`config.mk`:
```
export PLATFORM = sky130hd
export DESIGN_NAME = npc_unit
export DESIGN_NICKNAME = d
export VERILOG_FILES = /design/src/rtl/npc_pkg.sv /design/src/rtl/npc_flags.sv /design/src/rtl/npc_target.sv /design/src/rtl/npc_unit.sv
export SDC_FILE = /design/constraint.sdc
export NUM_CORES = 1
export LEC_CHECK = 0
export BUFFER_PORTS_ARGS = -buffer_cell sky130_fd_sc_hd__buf_2
export CAP_MARGIN = 20
export CORE_MARGIN = 10
export CORE_UTILIZATION = 44
export DETAILED_ROUTE_END_ITERATION = 6
export PLACE_DENSITY = 0.88
export REMOVE_ABC_BUFFERS = 1
export SLEW_MARGIN = 25
export SYNTH_ARGS = -nofsm -noshare
export SYNTH_HDL_FRONTEND = slang
export SYNTH_HIERARCHICAL = 1
export SYNTH_SLANG_ARGS = --single-unit
export TNS_END_PERCENT = 30
```
`constraint.sdc`:
```
create_clock -name clk -period 4.6 [get_ports clk]
set_input_delay 0.46 -clock clk [delete_from_list [all_inputs] [get_ports clk]]
set_output_delay 0.46 -clock clk [all_outputs]
set_load 0.01 [all_outputs]
```
`src/rtl/npc_pkg.sv`:
```
package npc_pkg;
    typedef enum logic {
        ST_RUN,
        ST_VECTOR
    } npc_state_t;

    typedef enum logic [1:0] {
        SRC_INC,
        SRC_REL,
        SRC_BASE,
        SRC_TABLE
    } pc_src_t;

    localparam logic [3:0] OP_BR   = 4'b0000;
    localparam logic [3:0] OP_CALL = 4'b0100;
    localparam logic [3:0] OP_JMP  = 4'b1100;
    localparam logic [3:0] OP_SYS  = 4'b1111;
endpackage

```
`src/rtl/npc_flags.sv`:
```
module npc_flags #(
    parameter int W = 16
) (
    input  logic         clk,
    input  logic         rst_n,
    input  logic         upd,
    input  logic [W-1:0] val,
    output logic [2:0]   cc
);
    logic neg, zero;

    assign neg  = val[W-1];
    assign zero = (val == '0);

    always_ff @(posedge clk) begin
        if (!rst_n) begin
            cc <= 3'b010;
        end else if (upd) begin
            cc <= {neg, zero, !neg && !zero};
        end
    end
endmodule

```
`src/rtl/npc_target.sv`:
```
module npc_target
    import npc_pkg::*;
#(
    parameter int W     = 16,
    parameter int OFS_S = 9,
    parameter int OFS_L = 11
) (
    input  pc_src_t          src,
    input  logic             long_ofs,
    input  logic [OFS_L-1:0] ofs_field,
    input  logic [W-1:0]     pc_inc,
    input  logic [W-1:0]     base_val,
    input  logic [W-1:0]     tbl_word,
    output logic [W-1:0]     target
);
    logic [W-1:0] ofs_short, ofs_long, ofs;

    assign ofs_short = {{(W-OFS_S){ofs_field[OFS_S-1]}}, ofs_field[OFS_S-1:0]};
    assign ofs_long  = {{(W-OFS_L){ofs_field[OFS_L-1]}}, ofs_field};
    assign ofs       = long_ofs ? ofs_long : ofs_short;

    always_comb begin
        unique case (src)
            SRC_INC:   target = pc_inc;
            SRC_REL:   target = pc_inc + ofs;
            SRC_BASE:  target = base_val;
            SRC_TABLE: target = tbl_word;
            default:   target = pc_inc;
        endcase
    end
endmodule

```
`src/rtl/npc_unit.sv`:
```
module npc_unit
    import npc_pkg::*;
#(
    parameter int W     = 16,
    parameter int VEC_W = 8
) (
    input  logic         clk,
    input  logic         rst_n,
    input  logic         issue,
    input  logic [15:0]  instr,
    input  logic [W-1:0] pc_inc,
    input  logic [W-1:0] base_val,
    input  logic         flag_we,
    input  logic [W-1:0] flag_val,
    input  logic [W-1:0] tbl_rdata,
    output logic         tbl_rd,
    output logic [W-1:0] tbl_addr,
    output logic         pc_load,
    output logic [W-1:0] next_pc,
    output logic         link_we,
    output logic [W-1:0] link_data,
    output logic         busy,
    output logic [2:0]   cc
);
    localparam int OFS_S = 9;
    localparam int OFS_L = 11;

    npc_state_t state, state_nx;
    pc_src_t    src;
    logic       long_ofs;
    logic [3:0] opcode;
    logic       br_taken;

    assign opcode   = instr[15:12];
    assign br_taken = |(instr[11:9] & cc);

    npc_flags #(.W(W)) i_flags (
        .clk  (clk),
        .rst_n(rst_n),
        .upd  (flag_we),
        .val  (flag_val),
        .cc   (cc)
    );

    npc_target #(.W(W), .OFS_S(OFS_S), .OFS_L(OFS_L)) i_target (
        .src      (src),
        .long_ofs (long_ofs),
        .ofs_field(instr[OFS_L-1:0]),
        .pc_inc   (pc_inc),
        .base_val (base_val),
        .tbl_word (tbl_rdata),
        .target   (next_pc)
    );

    always_ff @(posedge clk) begin
        if (!rst_n) begin
            state <= ST_RUN;
        end else begin
            state <= state_nx;
        end
    end

    always_comb begin
        state_nx = state;
        src      = SRC_INC;
        long_ofs = 1'b0;
        pc_load  = 1'b0;
        link_we  = 1'b0;
        tbl_rd   = 1'b0;
        busy     = 1'b0;
        unique case (state)
            ST_RUN: begin
                if (issue) begin
                    pc_load = 1'b1;
                    case (opcode)
                        OP_BR: begin
                            if (br_taken) src = SRC_REL;
                        end
                        OP_JMP: src = SRC_BASE;
                        OP_CALL: begin
                            link_we = 1'b1;
                            if (instr[11]) begin
                                src      = SRC_REL;
                                long_ofs = 1'b1;
                            end else begin
                                src = SRC_BASE;
                            end
                        end
                        OP_SYS: begin
                            pc_load  = 1'b0;
                            link_we  = 1'b1;
                            tbl_rd   = 1'b1;
                            busy     = 1'b1;
                            state_nx = ST_VECTOR;
                        end
                        default: src = SRC_INC;
                    endcase
                end
            end
            ST_VECTOR: begin
                pc_load  = 1'b1;
                busy     = 1'b1;
                src      = SRC_TABLE;
                state_nx = ST_RUN;
            end
            default: state_nx = ST_RUN;
        endcase
    end

    assign link_data = pc_inc;
    assign tbl_addr  = {{(W-VEC_W){1'b0}}, instr[VEC_W-1:0]};
endmodule

```
# Word level (Yosys, flattened, before mapping)
# Index checks and enable logic that the tools add are counted.
[classes]
n_addsub = 1
n_eq_ne = 6
mux = 22
n_bitwise = 2
n_reduce_logical = 8
[ops]
columns = ["operator", "count"]
rows = [
  ["$pmux W16 S4", 1],
  ["$add A16 B16 Y16", 1],
  ["$logic_not A16 Y1", 1],
  ["$mux W16", 1],
  ["$mux W1", 13],
  ["$eq A4 B4 Y1 const B", 2],
  ["$pmux W1 S2", 3],
  ["$pmux W2 S3", 1],
  ["$eq A2 B2 Y1 const B", 2],
  ["$eq A4 B3 Y1 const B", 1],
  ["$logic_not A4 Y1", 1],
  ["$mux W2", 2],
  ["$pmux W2 S2", 1],
  ["$and A3 B3 Y3", 1],
  ["$reduce_or A3 Y1", 1],
  ["$eq A2 B1 Y1 const B", 1],
  ["$logic_not A1 Y1", 2],
  ["$logic_not A2 Y1", 1],
  ["$reduce_or A2 Y1", 1],
  ["$logic_and A1 B1 Y1", 1],
  ["$not A1 Y1", 1],
]
[word_totals]
regBits = 4
input_bits = 84
output_inout_bits = 55
elab_cells = 41

# Depth between registers and ports, before layout
[depth]
depth_word = 8
depth_mapped = 13
mapped_depth_nobuf = 12

# Modules after synthesis
# The synthesis kept the hierarchy.
[modules_own_cells]
columns = ["module", "n_inst", "cells_each", "area_each_um2", "seq_area_each_um2"]
rows = [
  ["npc_target", 1, 142, 1209.9, 0.0],
  ["npc_unit", 1, 52, 394.1, 20.0],
  ["npc_flags", 1, 16, 147.6, 60.1],
]

# Worst setup path before layout
# No wires, ideal clock.
[synth_path]
kind = "input -> output"
startpoint = "input issue"
endpoint = "output next_pc[15]"
t_arrival_ns = 2.961
required_time_ns = 4.140
slack_ns = 1.179
cell_stages = 12
path_buffers = 0
cell_sequence = "inv_2 > nor4_4 > and4_1 > nand2b_1 > nand2_1 > ha_1 > nand3_2 > nor2_1 > nand4_1 > o211ai_1 > xor3_1 > mux4_2"
[synth_between]
elab_chain_len = 5
elab_cells_between_ends = 11
classes_between = "1 x add/sub; 3 x eq/ne; 6 x mux; 1 x reduce/logical"
[synth_rtl]
columns = ["item", "line_no", "text"]
rows = [
  ["start, declared", "npc_unit.sv:9", "input logic issue,"],
  ["$mux W1", "npc_unit.sv:73", "if (issue) begin"],
  ["$mux W1", "npc_unit.sv:71", "unique case (state)"],
  ["named net long_ofs", "npc_unit.sv:30", "logic long_ofs;"],
  ["$mux W16", "npc_target.sv:20", "assign ofs = long_ofs ? ofs_long : ofs_short;"],
  ["$add A16 B16 Y16", "npc_target.sv:25", "SRC_REL: target = pc_inc + ofs;"],
  ["$pmux W16 S4", "npc_target.sv:23", "unique case (src)"],
  ["end, declared", "npc_unit.sv:19", "output logic [W-1:0] next_pc,"],
]
# The timed path passes the listed nets, and every way through them passes these cells.

# Final worst setup path
# Ends and elaborated chain as after synthesis.

==> results.md <==
- Status: completed
- Post-place setup slack: 0.616 ns
- Crit Path Class: input port to primary output
- Worst Max-Slew Pin Slew: 0.860 ns
- Arrival time worst endpoint: 3.51 ns
- Top delay family on crit path: simple AND/OR/NAND/NOR gates
- RSZ-0062 raised after global routing: no
- P&R area growth vs syn: 30.1%
- Clock sinks: 4
- Die area: 0.00690 mm^2
- CTS tree: built
- Clock Skews: 0 ns
- Worst reg2reg startpoint: i_flags/cc[1]
- Max rail drop VDD: 0.145 mV
- Yosys warnings: 6
- PwrDens: 155 mW/mm^2
- Number of flops mapped to enable cells by yosys: 0
- Syn_area_per_cell: 8.34 um^2
- Hold crit path type: input port to flop
- Max Clk Rate: 0.252 GHz
- Critical Path Sink Type: primary output
- Initial Utilization: 0.468
- Mapped Cells: 210
- Number of remaining DRC errors: 0
- H-tree depth: 1
- Largest net degree at the start of global routing: 19
- Slew Viols, Final: 0
- First-pass GRT wire length: 9690 um
- Critical hold path startpoint: rst_n
- Crit path buf inv count: 3
- DRT Pass-1 Iters: 7
- IO Pins: 139
- Final Core Density: 0.609
- Share of layout cells above drive strength 1: 0.521
- Initial antenna violation count: 0
- Post-cts repair resize count: 0
- Worst-path clk slew: 0.03 ns
- Vias in the first global route: 2132
- Worst slew margin relative to its limit: 0.427
- FF+latch count, synth: 4
- Mux contribution to synthesized area: 0.186
- Distinct cells, synth: 54
- Largest family of logic cells by synthesized area: compound AO/OA/AOI/OAI gates
- Synth async-reset ratio: 0
- Via density: 5.34
- Most frequent cells in the layout: buf_2 (130), nand2_1 (16), ha_1 (15)
- 1st-iter DRT viols: 68
- Critical Path Fanout Max: 6
- Post-synthesis compound-gate area fraction: 0.228
- Worst-case clock buffer depth: 2
- Most used flip-flop cell after synthesis: dfxtp_1
- Minimum clock period: 3.97 ns
- Wire per inst: 17.0 um
- Final setup violation count: 0
- Final Net Count: 415
- Final hold vios: 0
- Global route overflow: 0
- Xor/xnor share of the synthesized area: 0.0686
- Crit path largest cell delay: 0.48 ns
- Placeable Area: 0.00374 mm^2
- Final period util: 0.864
- Mapped cell area: 0.00175 mm^2
- Cts hold-fix bufs: 0
- ANT cells: 0
- Final WS setup: 0.626 ns
- Maxcap violations: 0
- FF-to-FF setup slack: 3.85 ns
- R2R cell count: 2
- Crit path to: next_pc[15]
- Critical path launch point type: input port
- Clk_lat worst skew: 0.22 ns
- CP required: 4.14 ns
- Port-buffer cells: 130
- CP max-delay cell: ha_1
- Post-detail-place hpwl: 5430 um
- # rows: 22
- Critical path origin: issue
- Final wirelength: 6140 um
- Num CTS Buffers: 3
- Crit path cell chain: buf_2 > inv_2 > nor4_4 > and4_1 > nand2b_1 > nand2_1 > ha_1 > nand3_2 > nor2_1 > nand4_1 > o211ai_1 > xor3_1 > mux4_2 > buf_2
- DIE WIDTH: 83.1 um
- Post-Synth Adder-Cell Area: 0.119
- Simple-Gate Fraction of Synth Area: 0.170
- Clock Tree Root: clkbuf_8
- Antenna Violating Nets Remaining: 0
- Final GP Congestion: 0.847
- Reg-to-Reg End: i_flags/cc[1]
- Die H: 83.1 um
- Tot GR Track Use: 0.159
- Most common cell after layout, fill and taps aside: buf_2
- Cell mode on critical path: buf_2
- Sequential share of the synthesized area: 0.0457
- Setup Buffers After CTS: 0
- Setup TNS: 0 ns
- Leakage: 1.16 nW
- Cell depth of the worst setup path: 14
- Via Count: 1927
==> registers in the layout (all words and copies together), names as in the netlist <==
name	flops
state	1
i_flags/cc	3
==> metrics by stage <==
stage	cell area (um^2)	hold slack, ns	power, mW	instances
2_1_floorplan	1510	0.540	0.178	179
3_3_place_gp	2240	0.487	0.272	358
3_5_place_dp	2240	0.509	0.280	358
4_1_cts	2280	0.520	0.356	361
5_1_grt	2280	0.546	0.381	361
6_report	2280	0.516	0.354	361
==> worst register-to-register path, stage by stage, from the launching register on <==
cell	delay, ns
dfxtp_1	0.31
a21boi_0	0.19
o21ai_0	0.12
==> layout make-up <==
cell class              count  area (um^2)
well taps                  48         60.1
fillers                   336         1460
multi-input cells         161         1390
clock buffers               3         41.3
inverters                  14         52.6
flip-flops and latches      4         80.1
repair buffers            131          658
==> layer usage <==
metal	GRT usage	part of all wire
met1	0.168	0.39
met2	0.289	0.49
met3	0.0664	0.11
met4	0.0277	0.0099
met5	0	0
==> kinds of logic (layout without fill, tap and decap cells) <==
logic type	Yosys count	count (layout)
other	1	8
AO/OA/AOI/OAI	57	57
flip-flops	4	4
adder cells (fa/ha/maj)	16	16
buffers and inverters	52	148
XOR/XNOR	12	12
multiplexers	18	18
AND/OR/NAND/NOR	50	50
==> cell usage after synthesis, types with 3 or more instances <==
cell type  count  area (um^2)
buf_4         32          240
nand2_1       16         60.1
ha_1          15          188
a21oi_1       13         65.1
inv_1         13         48.8
o21ai_0       12         60.1
mux4_2        11          248
nor2_1         8         30.0
mux2_2         6         67.6
xnor2_1        6         52.6
nand4_1        5         31.3
o22ai_1        5         31.3
xor2_1         5         43.8
clkbuf_1       4         15.0
dfxtp_1        4         80.1
a211oi_1       3         22.5
a21o_1         3         22.5
nor4_1         3         18.8
o21bai_1       3         22.5
==> where the power goes <==
part	switching (mW)	internal [mW]	leakage, nW
Sequential	0.00124	0.0367	0.0330
Clock	0.0175	0.0557	0.0216
Combinational	0.129	0.114	1.10
Total	0.148	0.206	1.16
==> how the worst min path moves through the flow <==
| stage | endpoint | cells past startpoint |
|---|---|---|
| 2_1_floorplan | i_flags/cc[1] | 2 |
| 3_3_place_gp | i_flags/cc[1] | 2 |
| 3_5_place_dp | i_flags/cc[1] | 2 |
| 4_1_cts | state | 2 |
| 5_1_grt | state | 2 |
| 6_report | state | 2 |
(Power assumes the default switching activity.)
